**config.mk**
```make
export PLATFORM = sky130hd
export DESIGN_NAME = tick_event_timer
export DESIGN_NICKNAME = d
export VERILOG_FILES = /design/src/rtl/tick_timer_pkg.sv /design/src/rtl/tick_dcnt_core.sv /design/src/rtl/tick_evt_flag.sv /design/src/rtl/tick_event_timer.sv
export SDC_FILE = /design/constraint.sdc
export NUM_CORES = 1
export LEC_CHECK = 0
export BUFFER_PORTS_ARGS = -buffer_cell sky130_fd_sc_hd__buf_2
export CAP_MARGIN = 0
export CORE_MARGIN = 2
export CORE_UTILIZATION = 50
export CTS_CLUSTER_SIZE = 16
export DETAILED_ROUTE_END_ITERATION = 6
export PLACE_DENSITY = 0.88
export SLEW_MARGIN = 10
export SYNTH_ARGS = -nofsm -noshare
export SYNTH_HDL_FRONTEND = slang
export SYNTH_HIERARCHICAL = 1
export SYNTH_SLANG_ARGS = --single-unit
```
**constraint.sdc**
```tcl
create_clock -name clk -period 3.2 [get_ports clk]
set_clock_uncertainty 0.05 [all_clocks]
set_input_delay 0.64 -clock clk [delete_from_list [all_inputs] [get_ports clk]]
set_output_delay 0.64 -clock clk [all_outputs]
set_load 0.02 [all_outputs]
```
**src/rtl/tick_timer_pkg.sv**
```systemverilog
package tick_timer_pkg;
   localparam int unsigned TICK_CNT_W = 32;

   typedef enum logic {
      TMODE_ONESHOT = 1'b0,
      TMODE_RELOAD  = 1'b1
   } tick_mode_e;
endpackage

```
**src/rtl/tick_dcnt_core.sv**
```systemverilog
module tick_dcnt_core #(
   parameter int unsigned CNT_W       = 32,
   parameter bit          RELOAD_SUPP = 1'b1
) (
   input  logic             clk,
   input  logic             rst_n,
   input  logic             tick_pulse_i,
   input  logic             run_en_i,
   input  logic             auto_mode_i,
   input  logic [CNT_W-1:0] reload_val_i,
   input  logic             set_i,
   output logic [CNT_W-1:0] count_o,
   output logic             event_o
);
   import tick_timer_pkg::*;

   localparam logic [CNT_W-1:0] CNT_ONE  = CNT_W'(1);
   localparam logic [CNT_W-1:0] CNT_ZERO = '0;

   logic [CNT_W-1:0] cnt_q;
   logic [CNT_W-1:0] cnt_d;
   logic             step;
   logic             at_one;
   tick_mode_e       mode_eff;

   generate
      if (RELOAD_SUPP) begin : g_mode_full
         assign mode_eff = tick_mode_e'(auto_mode_i);
      end else begin : g_mode_oneshot
         assign mode_eff = TMODE_ONESHOT;
      end
   endgenerate

   assign step    = tick_pulse_i & run_en_i & ~set_i & (cnt_q != CNT_ZERO);
   assign at_one  = (cnt_q == CNT_ONE);
   assign event_o = step & at_one;

   always_comb begin
      cnt_d = cnt_q;
      if (set_i) begin
         cnt_d = reload_val_i;
      end else if (step) begin
         if (at_one) begin
            cnt_d = (mode_eff == TMODE_RELOAD) ? reload_val_i : CNT_ZERO;
         end else begin
            cnt_d = cnt_q - CNT_ONE;
         end
      end
   end

   always_ff @(posedge clk or negedge rst_n) begin
      if (!rst_n) begin
         cnt_q <= CNT_ZERO;
      end else begin
         cnt_q <= cnt_d;
      end
   end

   assign count_o = cnt_q;
endmodule

```
**src/rtl/tick_evt_flag.sv**
```systemverilog
module tick_evt_flag #(
   parameter bit IEN_RST = 1'b1
) (
   input  logic clk,
   input  logic rst_n,
   input  logic event_i,
   input  logic stat_clr_i,
   input  logic ien_wr_i,
   input  logic ien_wdata_i,
   output logic pending_o,
   output logic ien_o,
   output logic irq_o
);
   logic pend_q;
   logic ien_q;

   always_ff @(posedge clk or negedge rst_n) begin
      if (!rst_n) begin
         pend_q <= 1'b0;
      end else if (event_i) begin
         pend_q <= 1'b1;
      end else if (stat_clr_i) begin
         pend_q <= 1'b0;
      end
   end

   always_ff @(posedge clk or negedge rst_n) begin
      if (!rst_n) begin
         ien_q <= IEN_RST;
      end else if (ien_wr_i) begin
         ien_q <= ien_wdata_i;
      end
   end

   assign pending_o = pend_q;
   assign ien_o     = ien_q;
   assign irq_o     = pend_q & ien_q;
endmodule

```
**src/rtl/tick_event_timer.sv**
```systemverilog
module tick_event_timer #(
   parameter int unsigned CNT_W       = tick_timer_pkg::TICK_CNT_W,
   parameter bit          RELOAD_SUPP = 1'b1,
   parameter bit          IEN_RST     = 1'b1
) (
   input  logic             clk,
   input  logic             rst_n,
   input  logic             tick_pulse_i,
   input  logic             run_en_i,
   input  logic             auto_mode_i,
   input  logic [CNT_W-1:0] reload_val_i,
   input  logic             set_i,
   input  logic             stat_clr_i,
   input  logic             ien_wr_i,
   input  logic             ien_wdata_i,
   output logic [CNT_W-1:0] count_o,
   output logic             pending_o,
   output logic             ien_o,
   output logic             irq_o
);
   logic evt;

   generate
      if (CNT_W < 2) begin : g_bad_width
         $error("tick_event_timer: CNT_W must be at least 2");
      end
   endgenerate

   tick_dcnt_core #(
      .CNT_W       (CNT_W),
      .RELOAD_SUPP (RELOAD_SUPP)
   ) u_core (
      .clk          (clk),
      .rst_n        (rst_n),
      .tick_pulse_i (tick_pulse_i),
      .run_en_i     (run_en_i),
      .auto_mode_i  (auto_mode_i),
      .reload_val_i (reload_val_i),
      .set_i        (set_i),
      .count_o      (count_o),
      .event_o      (evt)
   );

   tick_evt_flag #(
      .IEN_RST (IEN_RST)
   ) u_flag (
      .clk         (clk),
      .rst_n       (rst_n),
      .event_i     (evt),
      .stat_clr_i  (stat_clr_i),
      .ien_wr_i    (ien_wr_i),
      .ien_wdata_i (ien_wdata_i),
      .pending_o   (pending_o),
      .ien_o       (ien_o),
      .irq_o       (irq_o)
   );
endmodule

```
==> run_results.csv, run 1 <==
group,metric,value,unit
cts,clockBufferDepth,2,
synth,postSynthAreaPerCell,8.16,um2
sta,worst_pin_slew,0.781,ns
final_layout,layout.cell_area.non_filler,0.00287,mm2
place,numPortBuffers,75,
drt,routed-wl-met3,616,um
sta,final_hold_viol_count,0,
die,core-area,0.00438,mm2
drt,route.detailed.wl_per_inst,17.8,um
place,dpl_cell_area,0.00279,mm2
synth,syn_area,0.00230,mm2
place,gp_routability_congestion,0.959,
sta,period_minus_slack,2.82,ns
synth,netlist-cell-type-count,48,
sta,maxSlewHeadroom,0.480,
synth,synth_fp_nets,325,
sta,final.period_utilization,0.881,
critical_path,worstPathMaxFanout,19,
cts,post_cts_hold_buffer_count,0,
critical_path,cell_family_with_the_largest_share_of_critical_path_delay,"simple AND/OR/NAND/NOR gates",
power,ir_drop,0.269,mV
critical_path,chain_of_cells_forming_the_critical_path,"nor4_1 -> and4_1 -> a41o_1 -> buf_4 -> a32oi_1 -> nor2_1 -> a2bb2oi_1",
global_routing,number_of_antenna_violations_at_the_first_check_in_global_routing,0,
critical_path,crit_path_end_kind,"register",
drt,dr.max_layer_used,"met4",
synth,synth.yosys.warnings,6,
synth,synth_enable_flop_cells,0,
sta,unrepaired_setup_endpoints_after_global_routing,"no",
drt,route.detailed.vias_per_inst,6.61,
global_routing,globalRouteOverflowTotal,0,
drt,detail-route-antenna-nets,0,
drt,detail_route.wirelength,7410,um
synth,yosysSeqAreaShare,0.370,
final_layout,syn_to_final_growth,24.7,%
final_layout,layout-drive-gt1-share,0.297,
die,die_h,71.9,um
critical_path,path_class,"reg2reg",
cts,cts_buffers,5,
status,run_status,"finished, final reports clean",
sta,maxSlewViolCount,0,
die,die_width,71.9,um
cts,tritoncts_clock_tree,"yes",
global_routing,grt_pass1_wl,11700,um
drt,post-route-drc-count,0,
final_layout,final_nets,406,
global_routing,gr-usage-all-layers,0.291,
power,cellPowerDensity,449,mW/mm2
place,dp_hpwl,5450,um
critical_path,critPathLaunchType,"register",
die,die_area,0.00516,mm2
global_routing,grt_start_max_net_pins,35,
critical_path,critPathRequiredTime,3.35,ns
synth,dominantRegCellSynth,"sky130_fd_sc_hd__dfrtp_1",
cts,clk_pin_slew_worst_paths,0.07,ns
critical_path,critPathBufInv,1,
power,p_leak,1.24,nW
cts,cts_max_level,2,
global_routing,via_count_of_the_first_global_routing_pass,2471,
drt,drt_pass1_iterations,5,
sta,final_layout_worst_hold_slack,0.373,ns
drt,wl_met1,3230,um
die,floorplan.io_pins,76,
synth,synth-async-reset-ratio,1.00,
synth,synth.ff_latch_count,34,
sta,timing.final.setup_violations,0,
cts,insertion_delay,0.29,ns
drt,dr_total_vias,2748,
run,max_cap_viol_count,0,
synth,syn_inst,282,
final_layout,final_cell_mix,"sky130_fd_sc_hd__buf_2 (75), sky130_fd_sc_hd__o21ai_0 (44), sky130_fd_sc_hd__dfrtp_1 (33)",
critical_path,critical_path_arrival,2.97,ns
final_layout,leading_cell_type_in_the_layout_fill_and_taps_excluded,"sky130_fd_sc_hd__buf_2",
cts,postcts_setup_bufs,0,
critical_path,critical-path-slowest-cell,"sky130_fd_sc_hd__nor4_1",
drt,wl_met2,3450,um
cts,clkSinkCount,34,
cts,cts_repair_resize_count,0,
die,core.rowCount,24,
hold_path,timing.hold.worst.class,"in2async",
drt,first_iter_violations,295,
sta,setup-tns-final,0,ns
critical_path,timing.critical_path.slowest_cell_delay,0.53,ns
cts,cts.root.buffer_cell,"sky130_fd_sc_hd__clkbuf_8",
final_layout,antenna_diode_count,0,
die,initial_core_util,0.525,
sta,fmaxAchievable,0.355,GHz
## worst paths after layout
kind	start	to	slack [ns]	cells past startpoint
max	u_core/count_o[17]	u_core/count_o[5]	0.38	7
min	rst_n	u_core/count_o[0]	0.37	1
max reg2reg	u_core/count_o[17]	u_core/count_o[5]	0.38	7
min reg2reg	u_flag/pending_o	u_flag/pending_o	0.46	1
max in group asynchronous	rst_n	u_core/count_o[18]	2.22	1
min in group clk	u_flag/pending_o	u_flag/pending_o	0.46	1
## metrics by stage
stage / power, mW / instances / setup WS [ns] / utilization
floorplan: 0.804 / 282 / 0.693 / -
global placement: 0.969 / 408 / 0.551 / 0.636
detailed placement: 0.977 / 408 / 0.481 / 0.636
CTS: 1.29 / 416 / 0.462 / 0.655
global route: 1.35 / 416 / 0.273 / 0.655
finish: 1.29 / 416 / 0.382 / 0.655
## layout make-up
type | instances | area (um2)
flip-flops and latches | 34 | 852
inverters | 8 | 30.0
repair buffers | 90 | 488
well taps | 52 | 65.1
fillers | 392 | 1510
multi-input cells | 224 | 1360
clock buffers | 8 | 80.1
## cells in the mapped netlist, types with 4 or more instances
cell,instances,area share
sky130_fd_sc_hd__nand3_1,8,0.017
sky130_fd_sc_hd__a22oi_1,7,0.023
sky130_fd_sc_hd__buf_2,6,0.013
sky130_fd_sc_hd__a32oi_1,12,0.046
sky130_fd_sc_hd__dfrtp_1,33,0.36
sky130_fd_sc_hd__o2bb2ai_1,5,0.019
sky130_fd_sc_hd__a32o_1,4,0.017
sky130_fd_sc_hd__clkbuf_1,9,0.015
sky130_fd_sc_hd__nand2_1,14,0.023
sky130_fd_sc_hd__o21ai_0,44,0.096
sky130_fd_sc_hd__inv_1,8,0.013
sky130_fd_sc_hd__nor2_1,27,0.044
sky130_fd_sc_hd__nor4_1,8,0.022
sky130_fd_sc_hd__nor3_1,18,0.039
sky130_fd_sc_hd__a21oi_1,28,0.061
## flip-flops by register name (all words and copies together), names as in the netlist
name	flops
u_flag/ien_o	1
u_flag/pending_o	1
u_core/count_o	32
## logic make-up after synthesis
| group | synth area share |
|---|---|
| AO/OA/AOI/OAI | 0.342 |
| adder cells (fa/ha/maj) | 0.0109 |
| buffers and inverters | 0.0440 |
| flip-flops | 0.370 |
| multiplexers | 0.00652 |
| AND/OR/NAND/NOR | 0.226 |
## routing by layer
| layer | vias up | GRT usage |
|---|---|---|
| met4 | 0 | 0.109 |
| met2 | 174 | 0.473 |
| li1 | 1265 | - |
| met5 | - | 0 |
| met1 | 1296 | 0.395 |
| met3 | 13 | 0.0422 |
## where the power goes
group          switching [mW]  total, mW  internal (mW)  leakage (nW)
clock                   0.154      0.309          0.155        0.0395
combinational           0.263      0.418          0.156         0.779
sequential             0.0757      0.560          0.484         0.424
Power figures use the tool's default switching activity.
==> inputs of run 2 (changes only) <==
Settings changed: ABC_CLOCK_PERIOD_IN_PS set to 3200, CORE_UTILIZATION 50 to 36, PLACE_DENSITY 0.88 to 0.69.
==> run 2 against run 1 <==
Effect of this change: critical path depth rose by 1; sequential cell count did not move; non-clock buffer count rose by 1; highest routed layer unchanged; worst hold slack improved by 0.0037 ns.
==> run_results.csv, run 2 (same netlist as run 1, synthesis figures left out) <==
group,metric,value,unit
status,run_status,"finished, final reports clean",
final_layout,leading_cell_type_in_the_layout_fill_and_taps_excluded,"sky130_fd_sc_hd__buf_2",
place,dp_hpwl,5640,um
sta,unrepaired_setup_endpoints_after_global_routing,"no",
final_layout,syn_to_final_growth,26.2,%
critical_path,critical-path-slowest-cell,"sky130_fd_sc_hd__or3b_2",
cts,clockBufferDepth,2,
drt,first_iter_violations,246,
sta,fmaxAchievable,0.360,GHz
sta,period_minus_slack,2.78,ns
cts,postcts_setup_bufs,0,
place,numPortBuffers,75,
critical_path,critical_path_arrival,2.96,ns
die,die_width,84.0,um
power,p_int,0.792,mW
die,die_h,84.0,um
drt,drt_pass1_iterations,5,
sta,maxSlewViolCount,0,
global_routing,number_of_antenna_violations_at_the_first_check_in_global_routing,0,
die,initial_core_util,0.367,
sta,worst_pin_slew,0.802,ns
cts,post_cts_hold_buffer_count,0,
critical_path,critPathRequiredTime,3.38,ns
hold_path,timing.hold.worst.class,"in2async",
drt,dr_total_vias,2732,
die,core-area,0.00628,mm2
sta,final_layout_worst_hold_slack,0.377,ns
critical_path,critPathLaunchType,"register",
cts,tritoncts_clock_tree,"yes",
global_routing,grt_pass1_wl,12300,um
die,floorplan.io_pins,76,
power,power.share.sequential,0.435,
critical_path,timing.critical_path.slowest_cell_delay,0.48,ns
final_layout,antenna_diode_count,0,
sta,setup-tns-final,0,ns
drt,route.detailed.vias_per_inst,6.20,
final_layout,number_of_flip_flops_in_the_largest_register,32,
global_routing,via_count_of_the_first_global_routing_pass,2487,
power,p_leak,1.25,nW
run,max_cap_viol_count,0,
drt,detail_route.wirelength,7770,um
cts,cts_buffers,5,
sta,final.period_utilization,0.868,
final_layout,final_nets,407,
power,ir_drop,0.227,mV
global_routing,grt_start_max_net_pins,35,
cts,clk_pin_slew_worst_paths,0.07,ns
drt,route.detailed.wl_per_inst,17.6,um
critical_path,worstSetupStartpoint,"u_core/count_o[0]",
critical_path,crit_path_end_kind,"register",
power,share_clk_of_total_power,0.241,
cts,cts_repair_resize_count,0,
critical_path,worstPathMaxFanout,6,
cts,cts_max_level,2,
drt,post-route-drc-count,0,
final_layout,final_cell_mix,"sky130_fd_sc_hd__buf_2 (75), sky130_fd_sc_hd__o21ai_0 (44), sky130_fd_sc_hd__dfrtp_1 (33)",
power,cellPowerDensity,444,mW/mm2
power,power_switching,0.500,mW
sta,final_hold_viol_count,0,
place,gp_routability_congestion,0.903,
cts,clkSinkCount,34,
cts,insertion_delay,0.30,ns
critical_path,chain_of_cells_forming_the_critical_path,"inv_1 -> ha_1 -> or3b_2 -> nor2_1 -> nand3_1 -> or4_1 -> o21ai_1 -> a32o_1",
critical_path,path_class,"reg2reg",
critical_path,r2r-start,"u_core/count_o[0]",
cts,cts.root.buffer_cell,"sky130_fd_sc_hd__clkbuf_8",
global_routing,globalRouteOverflowTotal,0,
die,core.rowCount,29,
global_routing,gr-usage-all-layers,0.219,
power,switch_share,0.387,
die,die_area,0.00705,mm2
drt,detail-route-antenna-nets,0,
sta,maxSlewHeadroom,0.465,
power,relative_contribution_of_combinational_cells_to_total_power,0.324,
sta,timing.final.setup_violations,0,
final_layout,layout-drive-gt1-share,0.299,
run 2: power groups by stage:
stage          combinational, mW  clock [mW]  sequential (mW)
6_report                   0.419       0.311            0.562
3_3_place_gp               0.411           0            0.566
4_1_cts                    0.416       0.314            0.561
5_1_grt                    0.455       0.330            0.573
2_1_floorplan              0.185           0            0.619
3_5_place_dp               0.414           0            0.568
run 2: area by class of cell:
type	instances	area, um2
timing repair buffer	91	495
sequential	34	852
multi-input combinational	224	1360
tap	77	96.3
clock buffer	7	76.3
inverter	8	30.0
fill	667	3370
run 2: worst paths after layout:
kind / slack, ns / to / cells after the start
max reg2reg: 0.42 / u_core/count_o[24] / 8
max: 0.42 / u_core/count_o[24] / 8
min in group clk: 0.45 / u_flag/pending_o / 1
min reg2reg: 0.45 / u_flag/pending_o / 1
max in group asynchronous: 2.22 / u_core/count_o[23] / 1
min: 0.38 / u_core/count_o[30] / 1
run 2: worst max-delay path: cells and delay by family (launching register included):
| family | cells | cell delay, ns |
|---|---|---|
| buf+inv | 1 | 0.12 |
| simple gates | 4 | 1.61 |
| fa+ha+maj | 1 | 0.21 |
| compound gates | 2 | 0.29 |
| flops | 1 | 0.44 |
run 2: per-stage QoR:
| step | instances | setup slack [ns] | cell area, um2 | power, mW | util |
|---|---|---|---|---|---|
| finish | 441 | 0.422 | 2910 | 1.29 | 0.463 |
| global route | 441 | 0.261 | 2910 | 1.36 | 0.463 |
| CTS | 441 | 0.440 | 2910 | 1.29 | 0.463 |
| detailed placement | 434 | 0.476 | 2830 | 0.983 | 0.451 |
| global placement | 434 | 0.597 | 2830 | 0.977 | 0.451 |
| floorplan | 282 | 0.693 | 2300 | 0.804 | - |
run 2: routing by layer:
layer	share of wire	track usage	wire length, um
met3	0.081	0.0554	628
met5	0	0	0
met2	0.46	0.343	3560
met4	0.012	0.0689	97
met1	0.45	0.296	3480
